### src/rtl/zs_pkg.sv
// Package: shared sizing defaults for the zero-skipping encoder.
// Assumes: modules take these as parameter defaults and derive their own widths.
package zs_pkg;
    localparam int ZS_LANES = 16;
    localparam int ZS_DW    = 16;
    localparam int ZS_BRICK = 16;

    // Width of a field that must hold the values 0..n-1.
    function automatic int idx_w(input int n);
        return (n > 1) ? $clog2(n) : 1;
    endfunction

    // Width of a field that must hold the values 0..n.
    function automatic int cnt_w(input int n);
        return $clog2(n + 1);
    endfunction
endpackage

### src/rtl/zs_sieve.sv
// Module: zs_sieve
// Decides whether one signed activation is effectual: its magnitude must
// exceed the unsigned threshold. Purely combinational.
// Assumes: two's complement input; the most negative code has magnitude 2^(DW-1).
module zs_sieve #(
    parameter int DW = zs_pkg::ZS_DW
) (
    input  logic [DW-1:0] value,
    input  logic [DW-1:0] thresh,
    output logic          keep
);
    logic [DW-1:0] mag;

    // Absolute value; negating the most negative code wraps to 2^(DW-1) unsigned.
    always_comb begin
        mag  = value[DW-1] ? (~value + DW'(1)) : value;
        keep = (mag > thresh);
    end
endmodule

### src/rtl/zs_brick_pos.sv
// Module: zs_brick_pos
// Tracks the beat index inside the current brick, shared by all lanes.
// Flags the closing beat: in_last or the final slot of a full brick.
// Assumes: advance is high only on an accepted beat.
module zs_brick_pos #(
    parameter int BRICK = zs_pkg::ZS_BRICK,
    parameter int OFFW  = zs_pkg::idx_w(BRICK)
) (
    input  logic            clk,
    input  logic            rst_n,
    input  logic            advance,
    input  logic            in_last,
    output logic [OFFW-1:0] pos,
    output logic            close
);
    localparam logic [OFFW-1:0] LAST_POS = OFFW'(BRICK - 1);

    // Closing beat: explicit marker or brick full.
    always_comb close = in_last || (pos == LAST_POS);

    // Advance the index, wrapping to zero after a close.
    always_ff @(posedge clk) begin
        if (!rst_n)
            pos <= '0;
        else if (advance)
            pos <= close ? '0 : pos + OFFW'(1);
    end
endmodule

### src/rtl/zs_lane.sv
// Module: zs_lane
// One compacted output stream: registers an entry for a kept value or a
// brick close, and keeps the running count of kept values in the brick.
// Assumes: load is asserted only when this lane's register is empty or is
// being drained in the same cycle (the top gates the input on that).
module zs_lane #(
    parameter int DW   = zs_pkg::ZS_DW,
    parameter int OFFW = 4,
    parameter int CNTW = 5
) (
    input  logic            clk,
    input  logic            rst_n,
    input  logic            load,
    input  logic            keep,
    input  logic [DW-1:0]   value,
    input  logic [OFFW-1:0] pos,
    input  logic            close,
    input  logic            o_ready,
    output logic            o_valid,
    output logic            o_has,
    output logic [DW-1:0]   o_value,
    output logic [OFFW-1:0] o_offset,
    output logic            o_last,
    output logic [CNTW-1:0] o_count
);
    logic [CNTW-1:0] run_q;
    logic [CNTW-1:0] run_next;
    logic            emit;

    // An entry is produced for a kept value or for the brick close.
    always_comb begin
        emit     = keep || close;
        run_next = run_q + CNTW'(keep);
    end

    // Output entry register with valid/ready hold.
    always_ff @(posedge clk) begin
        if (!rst_n) begin
            o_valid  <= 1'b0;
            o_has    <= 1'b0;
            o_value  <= '0;
            o_offset <= '0;
            o_last   <= 1'b0;
            o_count  <= '0;
        end else if (load) begin
            o_valid <= emit;
            if (emit) begin
                o_has    <= keep;
                o_value  <= keep ? value : '0;
                o_offset <= pos;
                o_last   <= close;
                o_count  <= run_next;
            end
        end else if (o_ready) begin
            o_valid <= 1'b0;
        end
    end

    // Running count of kept values, cleared after each close.
    always_ff @(posedge clk) begin
        if (!rst_n)
            run_q <= '0;
        else if (load)
            run_q <= close ? '0 : run_next;
    end
endmodule

### src/rtl/zs_encoder.sv
// Module: zs_encoder (top)
// Zero-skipping activation encoder: one group of LANES activations per beat
// in, one compacted value/offset stream per lane out. Values with magnitude
// at or below cfg_thresh are removed; each brick ends with a per-lane close
// marker carrying the count of kept values.
// Assumes: bricks are at most BRICK beats; cfg_thresh is read per beat.
module zs_encoder #(
    parameter int LANES = zs_pkg::ZS_LANES,
    parameter int DW    = zs_pkg::ZS_DW,
    parameter int BRICK = zs_pkg::ZS_BRICK,
    parameter int OFFW  = zs_pkg::idx_w(BRICK),
    parameter int CNTW  = zs_pkg::cnt_w(BRICK)
) (
    input  logic                  clk,
    input  logic                  rst_n,
    input  logic [DW-1:0]         cfg_thresh,
    input  logic                  in_valid,
    output logic                  in_ready,
    input  logic [LANES*DW-1:0]   in_data,
    input  logic                  in_last,
    output logic [LANES-1:0]      out_valid,
    input  logic [LANES-1:0]      out_ready,
    output logic [LANES-1:0]      out_has,
    output logic [LANES*DW-1:0]   out_value,
    output logic [LANES*OFFW-1:0] out_offset,
    output logic [LANES-1:0]      out_last,
    output logic [LANES*CNTW-1:0] out_count
);
    logic            fire;
    logic            close;
    logic [OFFW-1:0] pos;
    logic [LANES-1:0] keep;

    // The group is taken only when no lane holds an undrained entry.
    always_comb begin
        in_ready = ~|(out_valid & ~out_ready);
        fire     = in_valid && in_ready;
    end

    zs_brick_pos #(.BRICK(BRICK), .OFFW(OFFW)) u_pos (
        .clk     (clk),
        .rst_n   (rst_n),
        .advance (fire),
        .in_last (in_last),
        .pos     (pos),
        .close   (close)
    );

    for (genvar l = 0; l < LANES; l++) begin : g_lane
        zs_sieve #(.DW(DW)) u_sieve (
            .value  (in_data[l*DW +: DW]),
            .thresh (cfg_thresh),
            .keep   (keep[l])
        );

        zs_lane #(.DW(DW), .OFFW(OFFW), .CNTW(CNTW)) u_lane (
            .clk      (clk),
            .rst_n    (rst_n),
            .load     (fire),
            .keep     (keep[l]),
            .value    (in_data[l*DW +: DW]),
            .pos      (pos),
            .close    (close),
            .o_ready  (out_ready[l]),
            .o_valid  (out_valid[l]),
            .o_has    (out_has[l]),
            .o_value  (out_value[l*DW +: DW]),
            .o_offset (out_offset[l*OFFW +: OFFW]),
            .o_last   (out_last[l]),
            .o_count  (out_count[l*CNTW +: CNTW])
        );
    end
endmodule

### config.mk
export PLATFORM = sky130hd
export DESIGN_NAME = zs_encoder
export DESIGN_NICKNAME = d
export VERILOG_FILES = /design/src/rtl/zs_pkg.sv /design/src/rtl/zs_sieve.sv /design/src/rtl/zs_brick_pos.sv /design/src/rtl/zs_lane.sv /design/src/rtl/zs_encoder.sv
export SDC_FILE = /design/constraint.sdc
export NUM_CORES = 2
export LEC_CHECK = 0
export BUFFER_PORTS_ARGS = -buffer_cell sky130_fd_sc_hd__clkbuf_2
export CAP_MARGIN = 10
export CORE_AREA = 2 2 288 290
export CTS_CLUSTER_DIAMETER = 120
export CTS_CLUSTER_SIZE = 20
export DETAILED_ROUTE_END_ITERATION = 8
export DIE_AREA = 0 0 290 292
export HOLD_SLACK_MARGIN = 0.12
export RECOVER_POWER = 50
export SYNTH_ARGS = -nofsm -noshare
export SYNTH_HDL_FRONTEND = slang
export SYNTH_SLANG_ARGS = --single-unit
### constraint.sdc
create_clock -name clk -period 5.45 [get_ports clk]
set_input_delay 0.8175 -clock clk [delete_from_list [all_inputs] [get_ports clk]]
set_output_delay 0.8175 -clock clk [all_outputs]
set_load 0.02 [all_outputs]
; ---- Word-level counts from Yosys, hierarchy flattened
; Index checks and enable logic that the tools add are counted.
[classes]
n_eq_ne = 1
n_addsub = 33
mux = 81
order_cmp = 16
n_bitwise = 18
n_reduce_logical = 52
[ops]
columns = cell, n
row1 = two-way mux 16 bit, 32
row2 = inverter 16 bit, 17
row3 = adder 16 x 1 -> 16 bit (second input constant), 16
row4 = > comparator 16 bit, 16
row5 = adder 5 x 1 -> 5 bit, 16
row6 = two-way mux 5 bit, 16
row7 = two-way mux 1 bit, 32
row8 = AND reduction 2 bit, 16
row9 = nonzero test 2 bit, 16
row10 = logical OR 1 bit, 17
row11 = bitwise AND 16 bit, 1
row12 = OR reduction 16 bit, 1
row13 = adder 4 x 1 -> 4 bit (second input constant), 1
row14 = == test 4 bit (second input constant), 1
row15 = two-way mux 4 bit, 1
row16 = logical AND 1 bit, 1
row17 = logical NOT 1 bit, 1
[totals]
input_bits = 292
out_inout_bits = 449
ff_bits = 532

; ---- Logic depth before layout (Yosys ltp)
[logic_depth]
depth_word = 6
depth_mapped = 19

; ---- Cells and area by module
; A second synthesis with hierarchy kept.
[unflattened]
hier_cells = 3752
hier_area_um2 = 32706.4
[by_module_without_submodules]
columns = module, cells_per_inst, seq_area_each_um2, area_each_um2, n_inst
row1 = zs_lane, 135, 660.6, 1315.0, 16
row2 = zs_sieve, 97, 0.0, 708.2, 16
row3 = zs_brick_pos, 18, 80.1, 185.2, 1
row4 = zs_encoder, 22, 0.0, 150.1, 1

; ---- Worst setup path before layout
; Ideal clock, no wire load.
[synth_path]
kind = input -> register
from = input in_data[51]
to = register g_lane[3].u_lane.run_q[4]
n_path_buf = 0
t_required_ns = 5.380
path_slack_ns = 0.694
arrival_time_ns = 4.685
path_stages = 17
cell_sequence = or3_4 or4_1 or4_1 or3_4 o31ai_4 xnor2_1 ha_1 nand4_1 nor4_1 a21bo_2 a31oi_1 ha_1 ha_1 nand3_1 xnor2_1 nand3_1 a21oi_1
[synth_between]
elab_chain_len = 6
[synth_rtl]
columns = element, line
row1 = "start, declared", zs_encoder.sv:19  ; input logic [LANES*DW-1:0] in_data,
row2 = inverter 16 bit, zs_sieve.sv:16  ; mag = value[DW-1] ? (~value + DW'(1)) : value;
row3 = adder 16 x 1 -> 16 bit, zs_sieve.sv:16
row4 = two-way mux 16 bit (*), zs_sieve.sv:16
row5 = > comparator 16 bit (*), zs_sieve.sv:17  ; keep = (mag > thresh);
row6 = via g_lane[3].u_lane.keep, zs_lane.sv:14  ; input logic keep,
row7 = adder 5 x 1 -> 5 bit (*), zs_lane.sv:33  ; run_next = run_q + CNTW'(keep);
row8 = two-way mux 5 bit (*), zs_lane.sv:64  ; run_q <= close ? '0 : run_next;
row9 = "end signal, assigned", zs_lane.sv:64
row10 = "end, declared", zs_lane.sv:26  ; logic [CNTW-1:0] run_q;
; The timed path passes the listed nets; every way through them passes the cells marked *.
; A chain may end at the register's enable or synchronous reset.

; ---- Worst setup path after layout
[layout_path]
from = register g_lane[1].u_lane.o_valid
to = register g_lane[10].u_lane.o_offset[0]
[layout_between]
elab_chain_len = 5
[layout_rtl]
columns = element, line
row1 = "start, declared", zs_lane.sv:19  ; output logic o_valid,
row2 = "start signal, assigned", zs_lane.sv:46  ; o_valid <= emit;
row3 = bitwise AND 16 bit, zs_encoder.sv:36  ; in_ready = ~|(out_valid & ~out_ready);
row4 = OR reduction 16 bit, zs_encoder.sv:36
row5 = logical NOT 1 bit, zs_encoder.sv:36
row6 = logical AND 1 bit, zs_encoder.sv:37  ; fire = in_valid && in_ready;
row7 = AND reduction 2 bit (no line), n/a
row8 = "end signal, assigned", zs_lane.sv:50  ; o_offset <= pos;
row9 = "end, declared", zs_lane.sv:22  ; output logic [OFFW-1:0] o_offset,
; Every way passes these cells.

==> impl_metrics.yaml <==
finish:
  final_cells: 5493
  final_cell_area_mm2: 0.0360
  area_growth_pct: 15.3
  drive_gt1_share_pct: 10.1
  nNetsFinal: 5012
synth:
  synth.top_cells.by_count: "983 x nand2_1, 532 x dfxtp_1, 305 x ha_1"
  ys_seq_area_share_pct: 34.1
  yosysWarningCount: 0
  async_reset_ff_share_pct: 0
  synthesis.area_mm2: 0.0312
  synth_top_cell_by_area: "dfxtp_1"
  synth.most_common_cell: "nand2_1"
  synth_top_area_share_pct: 34.1
  syn_inst: 3828
  synth_ff_type: "dfxtp_1"
  synth_edf_count: 0
  syn_nets: 4425
  synth_area_leaders: "dfxtp_1 34%, ha_1 12%, nand2_1 12%, xnor2_1 6.8%, o22ai_1 4.5%"
  ys_ff_latch: 532
  yosysUniqueCellTypes: 64
  syn_avg_cell_area_um2: 8.16
sta:
  layout_setup_ws_ps: 398
  post-route-period-util_pct: 92.7
  tns_ps: 0
  setup_viol: 0
  rsz0062_at_grt: "false"
  worst_pin_slew_ps: 1290
  slew-limit-headroom_pct: 13.8
  slew_viol_final: 0
  fmax_mhz: 198
  period_minus_slack_ps: 5050
  hold_violations: 0
  skew_ps: 29.8
floorplanning:
  initial_utilization_pct: 38.3
  fp.coreArea_mm2: 0.0816
  fp.dieArea_mm2: 0.0847
  io_pins: 741
  std_cell_rows: 105
  die_y_um: 292
  die_x_um: 290
global_route:
  grt_pass1_wl_um: 176000
  grt_max_degree: 192
  grt_overflow: 0
  grt_pass1_vias: 27932
  grtUsageTotal_pct: 27.0
  antenna_found_initial: 6
worst_setup_path:
  worstPathMaxFanout: 28
  cp.required_ps: 5990
  endpoint_kind: "flip-flop"
  slowest_delay_ps: 1030
  worst_path_max_delay_cell: "or4_1"
  cp.arrival_ps: 5590
  crit_chain: "nand2b_1, nand4_1, or4_1, inv_1, nand3_4, clkbuf_2, o21ai_1, buf_12, mux2i_1"
  startpoint_type: "flip-flop"
  crit_type: "reg -> reg"
pwr:
  p_switching_mw: 4.08
  pwr-share-clk_pct: 23.9
  p_leak_nw: 13.8
  powerDensity_mw_per_mm2: 289
  p_seq_share_pct: 40.9
  swShare_pct: 39.2
  ir_worst_vdd_mv: 0.196
  p_comb_share_pct: 35.2
  p_int_mw: 6.33
clock_network:
  cts_resized: 0
  path_clk_slew_ps: 100
  cts_hold_buf: 0
  post-cts-setup-buffers: 0
  cts-root-buf: "clkbuf_16"
  numCtsBuffers: 31
  clk-insertion-delay-late_ps: 640
  cts_sinks: 532
  htree_levels: 1
  cts_buffer_depth: 3
  tritoncts: "yes"
place:
  dp_hpwl_um: 92000
  dp_slack_ps: 37.4
  place_congestion: 0.938
  dpl.cell_count: 5452
  port-buffer-count: 740
  dpl_cell_area_mm2: 0.0358
drt:
  wl_per_cell_um: 22.0
  drcViolationCount: 0
  wl_um: 121000
  vias_per_cell: 5.50
  final_antenna_net_count: 0
  routed-via-count: 30190
  dr.pass1.iters: 5
  drt_iter0_markers: 2322
outcome:
  status: "complete, no violations"
min_path:
  hp-class: "reg -> reg"
flow_run:
  cap_violations: 0
-- stage by stage --
step / power, mW / util (%) / hold slack [ps]
after CTS: 10.6 / 44.9 / 421
after global placement: 8.07 / 43.9 / 442
after global routing: 10.9 / 44.1 / 445
after floorplan: 6.70 / - / 437
after detailed placement: 8.09 / 43.9 / 446
final: 10.4 / 44.1 / 458
-- sequential cells by signal (all words and copies together) (netlist names) --
name,cells
g_lane.u_lane.o_has,16
g_lane.u_lane.o_offset,64
g_lane.u_lane.o_last,16
g_lane.u_lane.run_q,80
g_lane.u_lane.o_count,80
u_pos.pos,4
g_lane.u_lane.o_valid,16
g_lane.u_lane.o_value,256
-- cells in the final DEF, fill, tap and decap left out, types with 36 or more instances in the layout --
| cell | n |
|---|---|
| xnor2_1 | 242 |
| nor2_1 | 59 |
| a21oi_1 | 213 |
| or3_1 | 36 |
| dfxtp_1 | 532 |
| ha_1 | 305 |
| o31ai_1 | 77 |
| clkbuf_1 | 460 |
| nand4_1 | 53 |
| nand2_1 | 982 |
| o21ai_0 | 118 |
| buf_4 | 66 |
| nand3_1 | 132 |
| clkbuf_2 | 289 |
| inv_1 | 65 |
| o22ai_1 | 224 |
| mux2i_1 | 138 |
-- worst max-delay path, delay by kind of cell (launching register included) --
family / cells / cell delay, ps
and+or+nand+nor: 4 / 2110
buffers and inverters: 3 / 1480
AOI/OAI and AO/OA: 1 / 780
DFF: 1 / 330
muxes: 1 / 190
-- logic make-up after synthesis --
kind of cell / synth area share (%)
AO/OA/AOI/OAI: 16.3
XOR/XNOR: 7.24
adder cells (fa/ha/maj): 12.2
buffers and inverters: 5.06
flip-flops: 34.1
multiplexers: 4.57
AND/OR/NAND/NOR: 20.5
-- layout make-up --
cell class	count	area (um2)
Multi-Input combinational cell	2959	19100
Tap cell	1070	1340
Inverter	67	256
Antenna cell	4	10.0
Fill cell	8464	45600
Sequential cell	532	10700
Timing Repair Buffer	824	3840
Clock inverter	5	60.1
Clock buffer	32	790
-- power by group through the flow --
stage          registers (mW)  logic [mW]  clock network [mW]
3_3_place_gp             4.35        3.72                   0
6_report                 4.26        3.66                2.49
4_1_cts                  4.26        3.75                2.57
2_1_floorplan            4.52        2.18                   0
5_1_grt                  4.29        3.94                2.69
3_5_place_dp             4.35        3.74                   0
-- worst paths after layout --
path	startpoint	end	slack (ps)	cells after the start
worst min-delay path	g_lane[10].u_lane.o_has$_SDFFE_PN0P_	g_lane[10].u_lane.o_has$_SDFFE_PN0P_	460	2
worst min register to register	g_lane[10].u_lane.o_has$_SDFFE_PN0P_	g_lane[10].u_lane.o_has$_SDFFE_PN0P_	460	2
worst max-delay path	g_lane[1].u_lane.o_valid$_SDFFE_PN0P_	g_lane[10].u_lane.o_offset[0]$_SDFFE_PN0P_	400	9
worst max register to register	g_lane[1].u_lane.o_valid$_SDFFE_PN0P_	g_lane[10].u_lane.o_offset[0]$_SDFFE_PN0P_	400	9
-- routing by layer --
layer / part of all wire, % / routed length [um] / global-route usage (%)
met1: 43 / 51400 / 34.7
met2: 47 / 56500 / 45.1
met3: 7.3 / 8760 / 5.37
met4: 3.4 / 4050 / 9.01
met5: 0.025 / 30 / 0
Power figures use the tool's default switching activity.
